File: config.mk
export PLATFORM = sky130hd
export DESIGN_NAME = nvcmd_seq_detect
export DESIGN_NICKNAME = d
export VERILOG_FILES = /design/src/rtl/nvcmd_pkg.sv /design/src/rtl/nvcmd_acc_decode.sv /design/src/rtl/nvcmd_addr_match.sv /design/src/rtl/nvcmd_seq_fsm.sv /design/src/rtl/nvcmd_seq_detect.sv
export SDC_FILE = /design/constraint.sdc
export NUM_CORES = 1
export LEC_CHECK = 0
export BUFFER_PORTS_ARGS = -buffer_cell sky130_fd_sc_hd__buf_4
export CORE_ASPECT_RATIO = 1.75
export CORE_MARGIN = 1.5
export CORE_UTILIZATION = 25
export CTS_CLUSTER_DIAMETER = 150
export CTS_CLUSTER_SIZE = 14
export DETAILED_ROUTE_END_ITERATION = 8
export HOLD_SLACK_MARGIN = 0.15
export PLACE_DENSITY = 0.44
export SLEW_MARGIN = 15
export SYNTH_ARGS = -nofsm -noshare
export SYNTH_HDL_FRONTEND = slang
export SYNTH_HIERARCHICAL = 1
export SYNTH_SLANG_ARGS = --single-unit
File: constraint.sdc
create_clock -name clk -period 6.45 [get_ports clk]
set_clock_uncertainty 0.15 [all_clocks]
set_input_delay 1.6125 -clock clk [delete_from_list [all_inputs] [get_ports clk]]
set_output_delay 1.6125 -clock clk [all_outputs]
set_load 0.02 [all_outputs]
File: src/rtl/nvcmd_pkg.sv
package nvcmd_pkg;
  localparam int KEY_W    = 14;
  localparam int UNLOCK_N = 5;
  localparam int CMD_N    = 4;

  typedef enum logic [1:0] {
    CMD_AS_OFF = 2'd0,
    CMD_AS_ON  = 2'd1,
    CMD_STORE  = 2'd2,
    CMD_RECALL = 2'd3
  } cmd_e;

  typedef enum logic [1:0] {
    ACC_IDLE  = 2'd0,
    ACC_READ  = 2'd1,
    ACC_WRITE = 2'd2,
    ACC_OTHER = 2'd3
  } acc_e;

  function automatic logic [KEY_W-1:0] unlock_key(input int idx);
    case (idx)
      0:       unlock_key = 14'h0E38;
      1:       unlock_key = 14'h31C7;
      2:       unlock_key = 14'h03E0;
      3:       unlock_key = 14'h3C1F;
      4:       unlock_key = 14'h303F;
      default: unlock_key = '0;
    endcase
  endfunction

  function automatic logic [KEY_W-1:0] cmd_key(input int idx);
    case (idx)
      0:       cmd_key = 14'h03F8;
      1:       cmd_key = 14'h07F0;
      2:       cmd_key = 14'h0FC0;
      3:       cmd_key = 14'h0C63;
      default: cmd_key = '0;
    endcase
  endfunction
endpackage

File: src/rtl/nvcmd_acc_decode.sv
module nvcmd_acc_decode
  import nvcmd_pkg::*;
(
  input  logic acc_stb,
  input  logic cs_n,
  input  logic we_n,
  input  logic oe_n,
  output acc_e kind,
  output logic rd_level
);
  // rd_level: strobe-independent read condition, used for the float request
  assign rd_level = !cs_n && we_n && !oe_n;

  always_comb begin
    if (!acc_stb || cs_n) kind = ACC_IDLE;
    else if (!we_n)       kind = ACC_WRITE;
    else if (!oe_n)       kind = ACC_READ;
    else                  kind = ACC_OTHER;
  end
endmodule

File: src/rtl/nvcmd_addr_match.sv
module nvcmd_addr_match
  import nvcmd_pkg::*;
#(
  parameter int STEP_W = 3
) (
  input  logic [KEY_W-1:0]  key,
  input  logic [STEP_W-1:0] step,
  output logic              seq_hit,
  output logic              restart_hit,
  output logic              cmd_hit,
  output logic [1:0]        cmd_code,
  output logic              float_sel
);
  localparam logic [STEP_W-1:0] LAST_STEP = STEP_W'(UNLOCK_N);

  logic [UNLOCK_N-1:0] ukey_eq;
  logic [CMD_N-1:0]    ckey_eq;

  genvar gi;
  generate
    for (gi = 0; gi < UNLOCK_N; gi++) begin : g_ukey
      assign ukey_eq[gi] = (key == unlock_key(gi));
    end
    for (gi = 0; gi < CMD_N; gi++) begin : g_ckey
      assign ckey_eq[gi] = (key == cmd_key(gi));
    end
  endgenerate

  assign restart_hit = ukey_eq[0];

  always_comb begin
    seq_hit = 1'b0;
    for (int i = 0; i < UNLOCK_N; i++)
      if (step == i[STEP_W-1:0]) seq_hit = ukey_eq[i];
  end

  always_comb begin
    cmd_code = 2'd0;
    for (int c = 0; c < CMD_N; c++)
      if (ckey_eq[c]) cmd_code = c[1:0];
  end

  assign cmd_hit   = (step == LAST_STEP) && (|ckey_eq);
  assign float_sel = (step == LAST_STEP) &&
                     (ckey_eq[int'(CMD_STORE)] || ckey_eq[int'(CMD_RECALL)]);
endmodule

File: src/rtl/nvcmd_seq_fsm.sv
module nvcmd_seq_fsm
  import nvcmd_pkg::*;
#(
  parameter int STEP_W = 3
) (
  input  logic              clk,
  input  logic              rst_n,
  input  logic              cs_n,
  input  acc_e              kind,
  input  logic              rd_level,
  input  logic              seq_hit,
  input  logic              restart_hit,
  input  logic              cmd_hit,
  input  logic [1:0]        hit_code,
  input  logic              float_sel,
  output logic [STEP_W-1:0] step_q,
  output logic              cmd_valid,
  output logic [1:0]        cmd_code,
  output logic              dout_hiz
);
  localparam logic [STEP_W-1:0] LAST_STEP = STEP_W'(UNLOCK_N);
  localparam logic [STEP_W-1:0] ONE       = STEP_W'(1);

  logic              hiz_hold;
  logic [STEP_W-1:0] fallback;

  assign fallback = restart_hit ? ONE : '0;

  always_ff @(posedge clk) begin
    if (!rst_n) begin
      step_q    <= '0;
      cmd_valid <= 1'b0;
      cmd_code  <= 2'd0;
      hiz_hold  <= 1'b0;
    end else begin
      cmd_valid <= 1'b0;
      if (cs_n) hiz_hold <= 1'b0;
      case (kind)
        ACC_READ: begin
          if (step_q == LAST_STEP) begin
            if (cmd_hit) begin
              cmd_valid <= 1'b1;
              cmd_code  <= hit_code;
              hiz_hold  <= float_sel;
              step_q    <= '0;
            end else begin
              step_q    <= fallback;
            end
          end else begin
            step_q <= seq_hit ? step_q + ONE : fallback;
          end
        end
        ACC_WRITE, ACC_OTHER: step_q <= '0;
        default: ;
      endcase
    end
  end

  // Early float as soon as the sixth store/recall read is presented,
  // held after capture until the chip is deselected.
  assign dout_hiz = (rd_level && float_sel) || (hiz_hold && !cs_n);
endmodule

File: src/rtl/nvcmd_seq_detect.sv
module nvcmd_seq_detect
  import nvcmd_pkg::*;
#(
  parameter int ADDR_W = 15
) (
  input  logic              clk,
  input  logic              rst_n,
  input  logic              acc_stb,
  input  logic              cs_n,
  input  logic              we_n,
  input  logic              oe_n,
  input  logic [ADDR_W-1:0] addr,
  output logic              cmd_valid,
  output logic [1:0]        cmd_code,
  output logic              dout_hiz
);
  localparam int STEP_W = $clog2(UNLOCK_N + 1);

  acc_e              kind;
  logic              rd_level;
  logic              seq_hit, restart_hit, cmd_hit, float_sel;
  logic [1:0]        hit_code;
  logic [STEP_W-1:0] step_q;
  logic              unused_hi_bits;

  assign unused_hi_bits = ^addr[ADDR_W-1:KEY_W];

  nvcmd_acc_decode u_dec (
    .acc_stb (acc_stb),
    .cs_n    (cs_n),
    .we_n    (we_n),
    .oe_n    (oe_n),
    .kind    (kind),
    .rd_level(rd_level)
  );

  nvcmd_addr_match #(.STEP_W(STEP_W)) u_match (
    .key        (addr[KEY_W-1:0]),
    .step       (step_q),
    .seq_hit    (seq_hit),
    .restart_hit(restart_hit),
    .cmd_hit    (cmd_hit),
    .cmd_code   (hit_code),
    .float_sel  (float_sel)
  );

  nvcmd_seq_fsm #(.STEP_W(STEP_W)) u_fsm (
    .clk        (clk),
    .rst_n      (rst_n),
    .cs_n       (cs_n),
    .kind       (kind),
    .rd_level   (rd_level),
    .seq_hit    (seq_hit),
    .restart_hit(restart_hit),
    .cmd_hit    (cmd_hit),
    .hit_code   (hit_code),
    .float_sel  (float_sel),
    .step_q     (step_q),
    .cmd_valid  (cmd_valid),
    .cmd_code   (cmd_code),
    .dout_hiz   (dout_hiz)
  );
endmodule

==> results of run 1 <==
[power by group through the flow]
stage	combinational (mW)	sequential [mW]	clock, mW
after floorplan	0.00809	0.0448	0
after global placement	0.0230	0.0450	0
after detailed placement	0.0231	0.0450	0
after CTS	0.0231	0.0443	0.0650
after global routing	0.0251	0.0443	0.0677
final	0.0230	0.0443	0.0627
[cells in the mapped netlist]
cell and n:
nand3b_1 3, or3_1 3, a21oi_1 3, or2b_1 1, nor3_4 1, nor2b_4 1
ha_1 2, and2b_1 1, o21ai_0 3, and2b_2 1, or4_1 3, mux2i_1 3
nor4_1 5, nor3_1 2, or4b_2 1, inv_1 5, nor3b_1 1, a211oi_1 1
a32o_1 1, nor2b_1 1, xnor2_1 1, nand2_1 11, nand4bb_1 1, nand2b_1 1
nor2_1 4, a311oi_1 1, nand2_2 2, nor4b_1 2, or3_2 1, and4bb_2 1
and3_1 1, o21ai_1 1, nand4b_1 5, dfxtp_1 7, nor3b_2 1, and2_1 1
or3b_1 1, nand4_1 1, nand3_1 3, and3b_2 1
[cell families after synthesis]
group | Yosys count | share of synthesized area (%)
AND/OR/NAND/NOR | 61 | 59.39
adder cells (fa/ha/maj) | 2 | 3.577
buffers and inverters | 5 | 2.684
XOR/XNOR | 1 | 1.252
flip-flops | 7 | 20.04
AO/OA/AOI/OAI | 10 | 8.764
multiplexers | 3 | 4.294
[layer usage]
layer | track usage [%] | wire length [um]
met4 | 10.10 | 65
met2 | 25.59 | 1045
met1 | 13.31 | 700
met5 | 0 | 0
met3 | 2.723 | 143
[area by class of cell]
type	count	area [um^2]	share of cell area [%]
flip-flops and latches	7	140.1	14.74
repair buffers	23	172.7	18.16
well taps	27	33.78	3.553
multi-input cells	77	540.5	56.84
clock buffers	4	45.04	4.737
inverters	5	18.77	1.974
[worst paths after layout]
kind	from	end	slack, ns	cells after the start
setup / recovery	addr[2]	dout_hiz	1.35	8
setup reg to reg	u_fsm/step_q[0]	u_fsm/step_q[0]	3.92	7
hold reg to reg	u_fsm/cmd_code[1]	u_fsm/cmd_code[1]	0.31	2
hold / removal	u_fsm/cmd_code[1]	u_fsm/cmd_code[1]	0.31	2
[sequential cells by signal, summed over array words and instances, names as in the netlist]
register,count
u_fsm/cmd_code,2
u_fsm/cmd_valid,1
u_fsm/step_q,3
u_fsm/hiz_hold,1
[metrics by stage]
stage	utilization (%)	cell area (um^2)	hold slack (ns)	total power [mW]
3_5_place_dp	33.67	905.9	0.3026	0.06809
3_3_place_gp	33.67	905.9	0.3004	0.06804
2_1_floorplan	-	699.4	0.3116	0.05291
6_report	35.35	950.9	0.3063	0.1300
4_1_cts	35.35	950.9	0.3132	0.1324
5_1_grt	35.35	950.9	0.3432	0.1371
[cell usage in the layout (no fill, tap or decap), types with 2 or more instances in the layout]
cell type  count
nor4_1         5
nand3_1        3
or4_1          3
nand4b_1       5
clkbuf_8       3
or3_1          3
nand3b_1       3
nor4b_1        2
nand2_2        2
dfxtp_1        7
o21ai_0        3
inv_1          5
nor2_1         4
ha_1           2
buf_4         23
a21oi_1        3
nor3_1         2
nand2_1       11
mux2i_1        3
[critical path, stage by stage]
cell and delay (ns):
buf_4 0.12, or4b_2 0.68, nor4_1 0.34, o21ai_1 0.15
nor2_1 0.15, nand2_1 0.06, o21ai_0 0.07, buf_4 0.17
==> key figures, run 1 <==
Flow run
  – MaxCap Viol Count: 0

Setup path
  – Startpoint Class: input port
  – CP Class: input port to output port
  – Worst Path Required: approximately 4.7 ns
  – CP Max Fanout: 4
  – CP endpoint kind: output port
  – CP arrival: 3.34 ns

Worst hold path
  – HP Class: register to register

Clock tree
  – Post-CTS setup repair buffer count: 0
  – Clock Root Buffer: clkbuf_8
  – CTS Buf Count: 3
  – Post-CTS sizing: 0
  – CTS tree: yes
  – Clk sinks: 7
  – H-tree depth: 1
  – CTS clk-pin slew, worst paths: 0.04 ns
  – Clock latency on the worst-skew pair: 0.23 ns
  – Clock Path Buffers: 2
  – Post-CTS Hold Fix Bufs: 0

Floorplanning
  – Io pins: 25
  – Die height: between 70 and 80 um
  – Overall die width: about 43 um
  – DIE AREA: approximately 0.0031 mm^2
  – Core Region: approximately 0.0027 mm^2
  – Row Count: 25
  – Initial Util: between 20% and 30%

Placed design
  – Port bufs: 23
  – Pre-CTS setup slack: 1.341 ns
  – Gp weighted congestion: ~0.83
  – Placed Cells: 139
  – HPWL after DPL: approximately 1600 um

Run status
  – Status: finished, final reports clean

Synthesis
  – Syn. warnings: 6
  – Synth cell types: 40
  – Main area contributors after synthesis: dfxtp_1, nand4b_1, nand2_1, nor4_1, mux2i_1
  – Synthesized cell area: 699.4 um^2
  – Syn_area_per_cell: approximately 7.9 um^2
  – Flops & latches, synth: 7
  – Seq/Total Area, Yosys: approximately a fifth
  – Post-Synthesis Cells: 89
  – Syn_nets: 112
  – Post-synth top area cell: dfxtp_1
  – Area share of the largest cell type after synthesis: between 20% and 30%

Detailed routing
  – DRT antenna net count: 0
  – Final WL: between 1500 and 2000 um
  – Vias after detailed routing: between 700 and 800
  – Initial DRC count: 11
  – DR vias/cell: ~5.5
  – Remaining DRCs: 0
  – First-pass iteration count of the detailed router: 4
  – WL per Instance: ~14 um

Final layout
  – P&R area growth vs syn: 35.96%
  – Diodes inserted: 0
  – Share of post-route cells with drive strength above 1: a little under a third
  – Layout net count: 140
  – Non-filler instance count after layout: 143
  – # fillers: between 300 and 400

STA
  – Slew headroom: approximately 73%
  – Final setup vio count: 0
  – Final WS setup: around 1.3 ns
  – Minimum clock period after layout: 5.102 ns
  – Final Hold Viols: 0
  – Fin. max-slew vios: 0
  – RSZ-0062 raised after global routing: no
  – Fmax: 196.0 MHz
  – Final cycle utilization of the critical path: 79.09%
  – Final setup TNS: 0 ns
  – Worst Tran Pin Value: 0.4061 ns

Pwr
  – Switching Share: a little under a quarter
  – Sequential share of power: 34.1%
  – Leakage: 0.3493 nW
  – Comb power frac: around 18%
  – Clk pwr share: approximately 48%
  – Power Density: 136.7 mW/mm^2
  – Switching pwr: 31.00 uW
  – Peak supply drop: 78.61 uV
  – Internal: 98.98 uW

Global route
  – First-pass GRT wire length: between 3000 and 4000 um
  – Global route overflow: 0
  – Aggregate global-route resource usage: ~14%
  – Largest net degree at the start of global routing: 11
  – Vias in the first global route: a little over 800
  – Number of antenna violations at the first check in global routing: 0
No activity file was read; power rests on OpenSTA's default activity.
==> inputs of run 2 (changes only) <==
- PLACE_DENSITY: 0.44 -> 0.46
- clock period: 6.45 -> 4.5 ns (I/O delays scaled with it)
==> key figures, run 2 (same netlist as run 1, synthesis figures left out) <==
Clock tree
  – Clock Root Buffer: clkbuf_8
  – Clk sinks: 7
  – CTS clk-pin slew, worst paths: around 0.04 ns
  – Post-CTS sizing: 0
  – Clock Path Buffers: 2
  – CTS Buf Count: 3
  – CTS tree: yes
  – Post-CTS Hold Fix Bufs: 0
  – H-tree depth: 1
  – Clock latency on the worst-skew pair: between 0.2 and 0.25 ns
  – Post-CTS setup repair buffer count: 0

Floorplanning
  – Io pins: 25
  – Overall die width: roughly 43 um
  – Core Region: ~0.0027 mm^2
  – Initial Util: a little over a quarter
  – Row Count: 25
  – Die height: ~73 um
  – DIE AREA: 0.003137 mm^2

Final layout
  – Share of post-route cells with drive strength above 1: between 30 and 40%
  – Util after Layout: 35.35%
  – Biggest register: u_fsm/step_q
  – Top Registers: u_fsm/step_q: 3 flops, u_fsm/cmd_code: 2 flops
  – Largest register FFs: 3
  – Diodes inserted: 0
  – P&R area growth vs syn: 35.96%
  – Most frequent cells in the layout: buf_4, nand2_1, dfxtp_1
  – Area occupied by multi-input gates: about 540 um^2
  – # fillers: 298
  – Storage cell area: 140.1 um^2
  – Layout net count: 140
  – Commonest non-fill, non-tap cell in the layout: buf_4

Setup path
  – Critical Path Most Common Cell: buf_4
  – Reg2Reg Depth: 7
  – CP Max Fanout: 4
  – CP top delay family: simple AND/OR/NAND/NOR gates
  – Startpoint Class: input port
  – Slowest cell on crit path: or4b_2
  – CP arrival: 2.75 ns
  – CP endpoint kind: output port
  – WP buf/inv: 2
  – CP Class: input port to output port
  – Cells along the critical path: buf_4 > or4b_2 > nor4_1 > o21ai_1 > nor2_1 > nand2_1 > o21ai_0 > buf_4
  – Critical path depth in cells: 8
  – Largest stage delay, worst path: around 0.67 ns
  – Worst Path Required: about 3.2 ns

STA
  – Slew headroom: between 70 and 80%
  – RSZ-0062 raised after global routing: no
  – Fmax: around 250 MHz
  – Worst Hold Margin: ~0.31 ns
  – Fin. max-slew vios: 0
  – Final cycle utilization of the critical path: 89.43%
  – Final setup TNS: 0 ns
  – Final setup vio count: 0
  – Final Hold Viols: 0
  – Final WS setup: 0.4757 ns
  – Minimum clock period after layout: 4.024 ns
  – Worst Tran Pin Value: 0.4026 ns

Pwr
  – Peak supply drop: approximately 160 uV
  – Leakage: roughly 0.35 nW
  – Power Density: between 150 and 200 mW/mm^2

Worst hold path
  – Hold Path Depth: 2
  – HP Class: register to register

Detailed routing
  – Vias after detailed routing: ~800
  – DRT antenna net count: 0
  – WL per Instance: between 10 and 15 um
  – First-pass iteration count of the detailed router: 4
  – DR vias/cell: approximately 5.5
  – Final WL: approximately 1900 um
  – Remaining DRCs: 0
  – Initial DRC count: 14

Placed design
  – Port bufs: 23
  – Pre-CTS setup slack: 0.4747 ns
  – HPWL after DPL: about 1600 um
  – Gp weighted congestion: 0.8251

Run status
  – Status: finished, final reports clean

Global route
  – Global route overflow: 0
  – Vias in the first global route: about 790
  – First-pass GRT wire length: between 3000 and 4000 um
  – Number of antenna violations at the first check in global routing: 0
  – Largest net degree at the start of global routing: 11
  – Aggregate global-route resource usage: between 10% and 20%

Flow run
  – MaxCap Viol Count: 0
==> run 2: cell counts in the layout (fill, tap and decap cells not counted) <==
No cell type changed its count.
==> run 2: final timing paths <==
path	to	startpoint	slack, ns
max	dout_hiz	addr[2]	0.48
min	u_fsm/cmd_code[0]	u_fsm/cmd_code[0]	0.31
max reg2reg	u_fsm/step_q[0]	u_fsm/step_q[0]	2.09
min reg2reg	u_fsm/cmd_code[0]	u_fsm/cmd_code[0]	0.31
==> run 2: through the flow <==
| stage | power, mW | instance area (um^2) | instances |
|---|---|---|---|
| after floorplan | 0.07584 | 699.4 | 89 |
| after global placement | 0.09716 | 905.9 | 139 |
| after detailed placement | 0.09740 | 905.9 | 139 |
| after CTS | 0.1876 | 950.9 | 143 |
| after global routing | 0.1925 | 950.9 | 143 |
| final | 0.1825 | 950.9 | 143 |
==> run 2: power by group <==
group | leakage (nW) | switching, mW | internal (mW)
Clock | 0.0228 | 0.0250 | 0.0611
Combinational | 0.270 | 0.0150 | 0.0178
Sequential | 0.0564 | 0.000851 | 0.0627
==> run 2: area by class of cell <==
type / count / area share [%]
Clock buffer: 4 / 4.737
Tap cell: 27 / 3.553
Sequential cell: 7 / 14.74
Timing Repair Buffer: 23 / 18.16
Multi-Input combinational cell: 77 / 56.84
Inverter: 5 / 1.974
==> run 2: worst register-to-register path: cells and delay by family, from the launching register on <==
family             cells  cell delay (ns)
AOI/OAI and AO/OA      3             0.56
DFF                    1             0.49
and+or+nand+nor        4             1.09
==> run 2: metal layers <==
metal  share of wire (%)  track usage (%)
met2                  57            25.93
met1                  37            14.35
met3                 6.2            1.733
met4                0.42            6.061
met5                   0                0
==> inputs of run 3 (changes only) <==
- ABC_AREA: unset -> 1
- PLACE_DENSITY: 0.46 -> 0.44
==> key figures, run 3 <==
Setup path
  – Slowest cell on crit path: a21oi_1
  – Largest stage delay, worst path: approximately 0.21 ns
  – CP top delay family: simple AND/OR/NAND/NOR gates
  – Startpoint Class: input port
  – Cells along the critical path: buf_4 > nor2_2 > nand3_1 > inv_1 > nand3_1 > a21oi_1 > nand2_1 > o21ai_0 > buf_4
  – CP Class: input port to output port
  – CP endpoint kind: output port
  – Worst Path Required: about 3.2 ns
  – WP buf/inv: 3
  – CP arrival: 2.27 ns
  – CP Max Fanout: 3

Placed design
  – HPWL after DPL: around 2000 um
  – Placement Cell Area: 0.001069 mm^2
  – Port bufs: 23
  – Gp weighted congestion: roughly 0.9

Detailed routing
  – First-pass iteration count of the detailed router: 4
  – Final WL: between 2000 and 2500 um
  – WL per Instance: between 10 and 15 um
  – Initial DRC count: 15
  – DRT antenna net count: 0
  – Remaining DRCs: 0
  – DR vias/cell: between 4 and 5
  – Vias after detailed routing: 1011

STA
  – Minimum clock period after layout: ~3.5 ns
  – RSZ-0062 raised after global routing: no
  – Slew headroom: approximately 75%
  – Fmax: ~280 MHz
  – Final setup TNS: 0 ns
  – Final Hold Viols: 0
  – Worst Hold Margin: ~0.33 ns
  – Final cycle utilization of the critical path: around 80%
  – Final setup vio count: 0
  – Fin. max-slew vios: 0
  – Worst Tran Pin Value: 0.3744 ns

Final layout
  – Top Registers: u_fsm/step_q: 3 flops, u_fsm/cmd_code: 2 flops
  – Most frequent cells in the layout: nand2_1, nor2_1, inv_1
  – P&R area growth vs syn: 32.24%
  – # fillers: 391
  – Biggest register: u_fsm/step_q
  – Commonest non-fill, non-tap cell in the layout: nand2_1
  – Share of post-route cells with drive strength above 1: between 20% and 30%
  – Layout net count: 209
  – Fin area: 0.001114 mm^2
  – Largest register FFs: 3
  – Diodes inserted: 0

Floorplanning
  – DIE AREA: about 0.0037 mm^2
  – Initial Util: between 20% and 30%
  – Overall die width: approximately 47 um
  – Row Count: 27
  – Io pins: 25
  – Die height: roughly 80 um
  – Core Region: around 0.0032 mm^2

Pwr
  – Power Density: roughly 170 mW/mm^2
  – Peak supply drop: between 70 and 80 uV
  – Leakage: approximately 0.55 nW

Global route
  – Largest net degree at the start of global routing: 9
  – Number of antenna violations at the first check in global routing: 0
  – First-pass GRT wire length: 3850 um
  – Global route overflow: 0
  – Vias in the first global route: 975
  – Aggregate global-route resource usage: 13.98%

Clock tree
  – Clock Path Buffers: 2
  – Post-CTS Hold Fix Bufs: 0
  – CTS clk-pin slew, worst paths: approximately 0.040 ns
  – Clock Root Buffer: clkbuf_8
  – H-tree depth: 1
  – CTS Buf Count: 3
  – Post-CTS sizing: 0
  – Clk sinks: 7
  – Clock latency on the worst-skew pair: roughly 0.23 ns
  – Post-CTS setup repair buffer count: 0
  – CTS tree: yes

Synthesis
  – Most frequent cell after synthesis: nand2_1
  – Synth Flop Type: dfxtp_1
  – Syn. warnings: 6
  – Main area contributors after synthesis: nand2_1, dfxtp_1, nor2_1, inv_1, nand3_1
  – Async SR Flop Fraction: 0%
  – Flops & latches, synth: 7
  – Synth top cells by count: nand2_1, nor2_1, inv_1
  – Number of synthesized flops with an enable pin: 0
  – Syn_nets: 181
  – Synth cell types: 21
  – Seq/Total Area, Yosys: 16.64%
  – Synthesized cell area: 842.1 um^2
  – Post-Synthesis Cells: 158
  – Post-synth top area cell: nand2_1
  – Syn_area_per_cell: around 5.3 um^2
  – Area share of the largest cell type after synthesis: between 10% and 20%

Run status
  – Status: finished, final reports clean

Worst hold path
  – HP Class: register to register

Flow run
  – MaxCap Viol Count: 0
==> run 3: cell types whose count changed after synthesis, moves of 3 or more <==
cell | before | now
nand3b_1 | 3 | 0
mux2i_1 | 3 | 0
nand2_1 | 11 | 40
or4_1 | 3 | 0
inv_2 | 0 | 5
nand3_1 | 3 | 14
or3_1 | 3 | 0
nor2_1 | 4 | 35
nand4b_1 | 5 | 0
nor2_2 | 0 | 7
nor4_1 | 5 | 1
inv_1 | 5 | 25
==> run 3: metrics by stage <==
stage	setup WS [ns]	util, %	total power, mW	instances
final	0.9528	35.07	0.1890	228
after global routing	0.7936	35.07	0.2017	228
after CTS	0.9524	35.07	0.1932	228
after detailed placement	0.9560	33.65	0.1027	224
after global placement	0.9593	33.65	0.1022	224
after floorplan	1.259	-	0.08034	158
==> run 3: kinds of logic (layout without fill, tap and decap cells) <==
| family | after synthesis | in the layout | share of synthesized area [%] |
|---|---|---|---|
| adder cells (fa/ha/maj) | 2 | 2 | 2.971 |
| flip-flops | 7 | 7 | 16.64 |
| AND/OR/NAND/NOR | 109 | 109 | 60.77 |
| buffers and inverters | 31 | 58 | 13.97 |
| AO/OA/AOI/OAI | 9 | 9 | 5.647 |
==> run 3: power breakdown <==
| group | internal (mW) | switching [mW] |
|---|---|---|
| logic | 0.0171 | 0.0222 |
| clock network | 0.0612 | 0.0262 |
| registers | 0.0623 | 0.000000480 |
| total | 0.141 | 0.0483 |
==> run 3: worst paths after layout <==
path / depth (start not counted) / slack, ns / end / startpoint
worst max-delay path: 9 / 0.95 / dout_hiz / addr[12]
worst min-delay path: 2 / 0.33 / u_fsm/cmd_code[0] / u_fsm/cmd_code[0]
worst max register to register: 13 / 2.75 / u_fsm/step_q[0] / u_fsm/step_q[0]
worst min register to register: 2 / 0.33 / u_fsm/cmd_code[0] / u_fsm/cmd_code[0]
==> run 3: layout make-up <==
class	count	area [um^2]	area share, %
flip-flops and latches	7	140.1	12.58
clock buffers	4	45.04	4.045
repair buffers	23	172.7	15.51
inverters	31	117.6	10.56
multi-input cells	120	584.3	52.47
well taps	43	53.80	4.831
==> run 3: worst min-delay path, stage by stage, from the launching register on <==
cell	delay (ns)
dfxtp_1	0.32
nor2_1	0.05
nor2_1	0.08
==> run 3: routing by layer <==
layer,share of wire [%],vias up,GRT usage [%]
met2,55,27,25.48
met1,39,436,14.52
met3,3.0,8,0.6787
met4,3.1,0,8.056
met5,0,-,0
li1,-,540,-
